<file path="src/rtl/irqsel_pkg.sv">
package irqsel_pkg;

    localparam int unsigned WORD_W   = 32;
    localparam int unsigned HART_F_W = 8;

    typedef enum logic [1:0] {
        PM_USER = 2'b00,
        PM_SUPV = 2'b01,
        PM_RSVD = 2'b10,
        PM_MACH = 2'b11
    } priv_mode_e;

    function automatic int unsigned words_for(input int unsigned nsrc);
        return (nsrc + WORD_W - 1) / WORD_W;
    endfunction

    function automatic logic mode_routed(input logic [1:0] code);
        return (code == PM_MACH) || (code == PM_SUPV);
    endfunction

endpackage

</file>
<file path="src/rtl/irqsel_gate.sv">
module irqsel_gate
    import irqsel_pkg::*;
#(
    parameter int unsigned NSRC  = 40,
    parameter int unsigned NWORD = 2,
    localparam int unsigned TOT  = NWORD * WORD_W
) (
    input  logic [TOT-1:0]  pending_words,
    input  logic [TOT-1:0]  claimed_words,
    input  logic [TOT-1:0]  enable_words,
    output logic [NSRC-1:0] cand
);

    // source 0 is reserved and never competes
    assign cand[0] = 1'b0;

    for (genvar n = 1; n < NSRC; n++) begin : g_src
        assign cand[n] = pending_words[n] & ~claimed_words[n] & enable_words[n];
    end

    if (TOT > NSRC) begin : g_pad
        logic unused_pad;
        assign unused_pad = ^{pending_words[TOT-1:NSRC], claimed_words[TOT-1:NSRC],
                              enable_words[TOT-1:NSRC], pending_words[0],
                              claimed_words[0], enable_words[0]};
    end else begin : g_nopad
        logic unused_zero;
        assign unused_zero = ^{pending_words[0], claimed_words[0], enable_words[0]};
    end

endmodule

</file>
<file path="src/rtl/irqsel_tree.sv">
module irqsel_tree
    import irqsel_pkg::*;
#(
    parameter int unsigned NSRC   = 40,
    parameter int unsigned PRIO_W = 3,
    localparam int unsigned LVL   = (NSRC > 1) ? $clog2(NSRC) : 1,
    localparam int unsigned ID_W  = LVL,
    localparam int unsigned NLEAF = 1 << LVL
) (
    input  logic [NSRC-1:0]        cand,
    input  logic [NSRC*PRIO_W-1:0] prio_flat,
    input  logic [PRIO_W-1:0]      thr,
    output logic                   win_valid,
    output logic [ID_W-1:0]        win_id
);

    typedef struct packed {
        logic              v;
        logic [PRIO_W-1:0] p;
        logic [ID_W-1:0]   i;
    } node_t;

    // the right (higher numbered) child wins only on strictly greater priority
    function automatic node_t pick(input node_t lo, input node_t hi);
        if (hi.v && (!lo.v || (hi.p > lo.p)))
            return hi;
        return lo;
    endfunction

    for (genvar l = 0; l <= LVL; l++) begin : g_lvl
        localparam int unsigned W = NLEAF >> l;
        node_t nd [W];
        if (l == 0) begin : g_leaf
            for (genvar k = 0; k < NLEAF; k++) begin : g_k
                if (k < NSRC) begin : g_real
                    assign nd[k].v = cand[k] && (prio_flat[k*PRIO_W +: PRIO_W] > thr);
                    assign nd[k].p = prio_flat[k*PRIO_W +: PRIO_W];
                    assign nd[k].i = ID_W'(k);
                end else begin : g_fill
                    assign nd[k] = '0;
                end
            end
        end else begin : g_join
            for (genvar k = 0; k < W; k++) begin : g_k
                assign nd[k] = pick(g_lvl[l-1].nd[2*k], g_lvl[l-1].nd[2*k+1]);
            end
        end
    end

    node_t root;
    assign root      = g_lvl[LVL].nd[0];
    assign win_valid = root.v;
    assign win_id    = root.i;

    always_comb begin : tree_checks
        if (root.v) begin

            thr_clear_chk: assert (prio_flat[root.i*PRIO_W +: PRIO_W] > thr)
                else $error("winner not above threshold");
        end
        for (int n = 1; n < NSRC; n++) begin
            if (cand[n] && (prio_flat[n*PRIO_W +: PRIO_W] > thr)) begin

                best_pick_chk: assert (root.v &&
                    ((prio_flat[n*PRIO_W +: PRIO_W] < root.p) ||
                     ((prio_flat[n*PRIO_W +: PRIO_W] == root.p) && (n >= int'(root.i)))))
                    else $error("better candidate %0d not chosen", n);
            end
        end
    end

endmodule

</file>
<file path="src/rtl/irqsel_route.sv">
module irqsel_route
    import irqsel_pkg::*;
#(
    parameter int unsigned NCTX  = 5,
    parameter int unsigned NHART = 2,
    parameter logic [NCTX*HART_F_W-1:0] CTX_HART = '0,
    parameter logic [NCTX*2-1:0]        CTX_MODE = '0
) (
    input  logic [NCTX-1:0]  req,
    output logic [NHART-1:0] mext,
    output logic [NHART-1:0] sext
);

    always_comb begin
        mext = '0;
        sext = '0;
        for (int h = 0; h < NHART; h++) begin
            for (int c = 0; c < NCTX; c++) begin
                if (CTX_HART[c*HART_F_W +: HART_F_W] == HART_F_W'(h)) begin
                    if (CTX_MODE[c*2 +: 2] == PM_MACH) mext[h] = mext[h] | req[c];
                    if (CTX_MODE[c*2 +: 2] == PM_SUPV) sext[h] = sext[h] | req[c];
                end
            end
        end
    end

    always_comb begin : route_checks
        for (int c = 0; c < NCTX; c++) begin
            if (req[c] && (int'(CTX_HART[c*HART_F_W +: HART_F_W]) < NHART)) begin

                route_hit_chk: assert (
                    (CTX_MODE[c*2 +: 2] == PM_MACH) ? mext[CTX_HART[c*HART_F_W +: HART_F_W]] :
                                                      sext[CTX_HART[c*HART_F_W +: HART_F_W]])
                    else $error("context %0d request not routed", c);
            end
        end
    end

endmodule

</file>
<file path="src/rtl/irqsel_top.sv">
module irqsel_top
    import irqsel_pkg::*;
#(
    parameter int unsigned NSRC   = 40,
    parameter int unsigned NCTX   = 5,
    parameter int unsigned PRIO_W = 3,
    parameter int unsigned NHART  = 2,
    parameter logic [NCTX*HART_F_W-1:0] CTX_HART = {8'd1, 8'd1, 8'd1, 8'd0, 8'd0},
    parameter logic [NCTX*2-1:0]        CTX_MODE = {2'b00, 2'b01, 2'b11, 2'b01, 2'b11},
    localparam int unsigned NWORD = words_for(NSRC),
    localparam int unsigned TOT   = NWORD * WORD_W,
    localparam int unsigned ID_W  = (NSRC > 1) ? $clog2(NSRC) : 1
) (
    input  logic [TOT-1:0]         src_pending,
    input  logic [TOT-1:0]         src_claimed,
    input  logic [NCTX*TOT-1:0]    ctx_enable,
    input  logic [NSRC*PRIO_W-1:0] src_prio,
    input  logic [NCTX*PRIO_W-1:0] ctx_thr,
    output logic [NCTX*ID_W-1:0]   ctx_id,
    output logic [NCTX-1:0]        ctx_req,
    output logic [NHART-1:0]       hart_mext,
    output logic [NHART-1:0]       hart_sext
);

    logic [NCTX-1:0] req_c;

    for (genvar c = 0; c < NCTX; c++) begin : g_ctx
        localparam logic [1:0] MODE = CTX_MODE[c*2 +: 2];
        logic [NSRC-1:0] cand;
        logic            wv;
        logic [ID_W-1:0] wi;

        irqsel_gate #(.NSRC(NSRC), .NWORD(NWORD)) u_gate (
            .pending_words (src_pending),
            .claimed_words (src_claimed),
            .enable_words  (ctx_enable[c*TOT +: TOT]),
            .cand          (cand)
        );

        irqsel_tree #(.NSRC(NSRC), .PRIO_W(PRIO_W)) u_tree (
            .cand      (cand),
            .prio_flat (src_prio),
            .thr       (ctx_thr[c*PRIO_W +: PRIO_W]),
            .win_valid (wv),
            .win_id    (wi)
        );

        assign req_c[c] = wv && mode_routed(MODE);
        assign ctx_id[c*ID_W +: ID_W] = req_c[c] ? wi : '0;

        always_comb begin : ctx_checks
            if (req_c[c]) begin

                no_src_zero_chk: assert (ctx_id[c*ID_W +: ID_W] != '0)
                    else $error("context %0d presents source 0", c);

                cand_ok_chk: assert (src_pending[wi] && !src_claimed[wi] &&
                                     ctx_enable[c*TOT + int'(wi)])
                    else $error("context %0d presents a non-candidate", c);
            end
        end
    end

    assign ctx_req = req_c;

    irqsel_route #(
        .NCTX(NCTX), .NHART(NHART), .CTX_HART(CTX_HART), .CTX_MODE(CTX_MODE)
    ) u_route (
        .req  (req_c),
        .mext (hart_mext),
        .sext (hart_sext)
    );

endmodule

</file>
<file path="config.mk">
export PLATFORM = sky130hd
export DESIGN_NAME = irqsel_top
export DESIGN_NICKNAME = d
export VERILOG_FILES = /design/src/rtl/irqsel_pkg.sv /design/src/rtl/irqsel_gate.sv /design/src/rtl/irqsel_tree.sv /design/src/rtl/irqsel_route.sv /design/src/rtl/irqsel_top.sv
export SDC_FILE = /design/constraint.sdc
export NUM_CORES = 1
export LEC_CHECK = 0
export CAP_MARGIN = 20
export CORE_UTILIZATION = 46
export DETAILED_ROUTE_END_ITERATION = 8
export GPL_ROUTABILITY_DRIVEN = 0
export GPL_TIMING_DRIVEN = 0
export PLACE_DENSITY = 0.71
export SLEW_MARGIN = 5
export SYNTH_ARGS = -nofsm -noshare
export SYNTH_HDL_FRONTEND = slang
export SYNTH_HIERARCHICAL = 1
export SYNTH_SLANG_ARGS = --single-unit
</file>
<file path="constraint.sdc">
create_clock -name vclk -period 17.2
set_clock_uncertainty 0.05 [all_clocks]
set_input_delay 2.58 -clock vclk [all_inputs]
set_output_delay 2.58 -clock vclk [all_outputs]
set_load 0.02 [all_outputs]
</file>
==> summary.md <==
| Metric | Value |
|---|---|
| Status | finished clean |
| Pins Over Slew Limit | 0 |
| # IOs | just over 600 |
| Tot GR Track Use | 30.76% |
| Final period utilization | 97.83% |
| DRC | 0 |
| Worst Path Max Fanout | 21 |
| Post-Synthesis Cell Area | 35360 um^2 |
| Starting Density | 46.56% |
| Die area | ~80000 um^2 |
| Initial drt markers | 2923 |
| Switching power | 0.0009712 W |
| Final Hold Slack | 7045 ps |
| Worst path max stage delay | 530 ps |
| Drt first pass iters | 6 |
| Clk pwr share | 0% |
| IO buf count | 398 |
| Average size of a mapped cell | around 7 um^2 |
| Register area share after synthesis | 0% |
| PD cells | 39.81 nW/um^2 |
| Synth top area cells | ha_1, inv_1, a21oi_1 |
| Nets | between 6000 and 7000 |
| Vias per inst | 6.082 |
| Per-cell routed wire length | 19.63 um |
| GR Overflow Total | 0 |
| Worst Setup EP | ctx_id[0] |
| Maxcap violations | 0 |
| Cell Int Power | 0.0006637 W |
| Area delta synth->final | 16.13% |
| YS warnings | 6 |
| Post-Layout Cell Count | 6373 |
| Worst Setup SP | ctx_thr[2] |
| Combinational power share | 100.0% |
| Worst-margin pin slew | 1077 ps |
| Period minus WS final | approximately 17000 ps |
| Post-route antenna net violation count | 0 |
| Setup TNS | 0 ps |
| Die H | 279.3 um |
| Crit end category | primary output |
| Worst Setup Path Type | in2out |
| Sw frac | 59.40% |
| Critical Path Most Common Cell | ha_1 |
| Seq_cells | 0 |
| Largest net degree at the start of global routing | 41 |
| CP max-delay cell | clkdlybuf4s50_1 |
| HPWL Detailed | a little over 100000 um |
| First-pass GRT wire length | ~190000 um |
| Final setup viols | 0 |
| Drt total wl | 125100 um |
| Post-synthesis instance total | between 4000 and 5000 |
| Clock buffers | 0 |
| Worst Path Arrival | 14200 ps |
| Slew Limit Headroom | 26.37% |
| Num rows | 101 |
| Maximum vdd drop | approximately 0.026 mV |
| Most frequent cells in the layout | ha_1, inv_1, clkdlybuf4s50_1 |
| Final Power | ~0.0016 W |
| Fmax | a little under 60 MHz |
| Yosys top cell area share | 31.98% |
| Leakage power total | 20.79 nW |
| CP startpoint kind | input pin |
| RSZ-0062 raised after global routing | false |
| Initial antenna violation count | 8 |
| Ratio of cells with drive above 1 in the final layout | between 5 and 6% |
| Crit path required time | 14570 ps |
| Vias in the first global route | ~35000 |
| Synth cell types | 101 |
| Placed Cells | 6363 |
| Seq pwr share | 0% |
| Register area | 0 um^2 |
| Most common cell after layout, fill and taps aside | ha_1 |
| Via count | slightly below 40000 |
| Die Wd | 279.3 um |
| Dominant cell type by area after synthesis | ha_1 |
| # hold bufs at CTS | 0 |
| Core Footprint | 75950 um^2 |
| Hold Crit Class | in2out |
| Hold Fails Final Rpt | 0 |
==> kinds of logic after synthesis <==
kind of cell,count (synthesis),synth area share (%)
multiplexers,196,5.707
buffers and inverters,716,7.869
other,5,0.05308
AND/OR/NAND/NOR,1505,23.01
adder cells (fa/ha/maj),947,33.25
AO/OA/AOI/OAI,1550,30.12
==> metrics by stage <==
stage               utilization, %  setup WS, ps  area (um^2)
finish                       54.07         373.2        41070
global route                 54.06         3.133        41050
detailed placement           53.74        -223.0        40820
floorplan                        -          2995        35390
CTS                          53.76         47.15        40830
global placement             53.53         -1557        40660
==> worst min path at each step <==
stage	start	end	slack, ps	cells past startpoint
after floorplan	src_pending[36]	ctx_req[2]	5770	5
after global placement	ctx_enable[1]	ctx_id[0]	7030	9
after detailed placement	ctx_enable[1]	ctx_id[0]	7040	9
after CTS	ctx_enable[1]	ctx_id[0]	7040	9
after global routing	src_prio[86]	ctx_id[13]	7140	9
final	ctx_enable[1]	ctx_id[0]	7050	9
==> power by group through the flow <==
stage | sequential, W | clock [W] | combinational [W]
detailed placement | 0 | 0 | 0.00158
CTS | 0 | 0 | 0.00158
finish | 0 | 0.0000000000389 | 0.00163
global placement | 0 | 0 | 0.00153
global route | 0 | 0 | 0.00180
floorplan | 0 | 0 | 0.00102
==> metal layers <==
metal / up-vias / part of all wire [%] / track usage (%)
li1: 19130 / - / -
met3: 183 / 8.2 / 3.272
met1: 17950 / 46 / 43.47
met4: 4 / 3.4 / 8.876
met5: - / 0.018 / 0
met2: 1489 / 42 / 48.70
==> critical path: cells and delay by family <==
kind | cells | cell delay [ps]
compound gates | 23 | 4910
fa+ha+maj | 7 | 2200
buf+inv | 6 | 1700
mux | 3 | 1100
simple gates | 11 | 1630
==> synthesized netlist by cell type (all sizes together), types with 10 or more instances <==
master   count
o211a       27
mux2        42
o311ai      10
nor4        14
o21ai      391
nand2b      34
and3        54
o21a        95
ha         904
a21o        72
a31oi      103
and2        67
a311oi      11
a21boi      22
a211oi      87
a211o       28
and3b      162
a21oi      351
inv        686
a2bb2oi     14
nor2       300
mux2i      154
or3         17
nor2b      183
a32oi       28
nand3b      23
nor3        61
o221ai      17
maj3        43
o2111a      15
nand2      293
nand3      215
o31ai       25
o31a        15
o2111ai     39
buf         23
a22oi       15
o211ai      81
or2         59
o22ai       15
a221oi      12
==> cell type report <==
cell class,instances,area [um^2]
Fill cell,7431,34880
Multi-Input combinational cell,4209,32740
Timing Repair Buffer,413,4219
Inverter,686,2603
Tap cell,1030,1289
Buffer,30,207.7
Antenna cell,5,12.51
==> what timing repair did <==
item | 4_1_cts | 5_1_grt
gates cloned | 0 | 0
setup buffers | 0 | 5
endpoints found under the setup margin | 5 | 23
pin swaps | 0 | 2
gates resized for setup | 4 | 65
No activity file was read; power rests on OpenSTA's default activity.
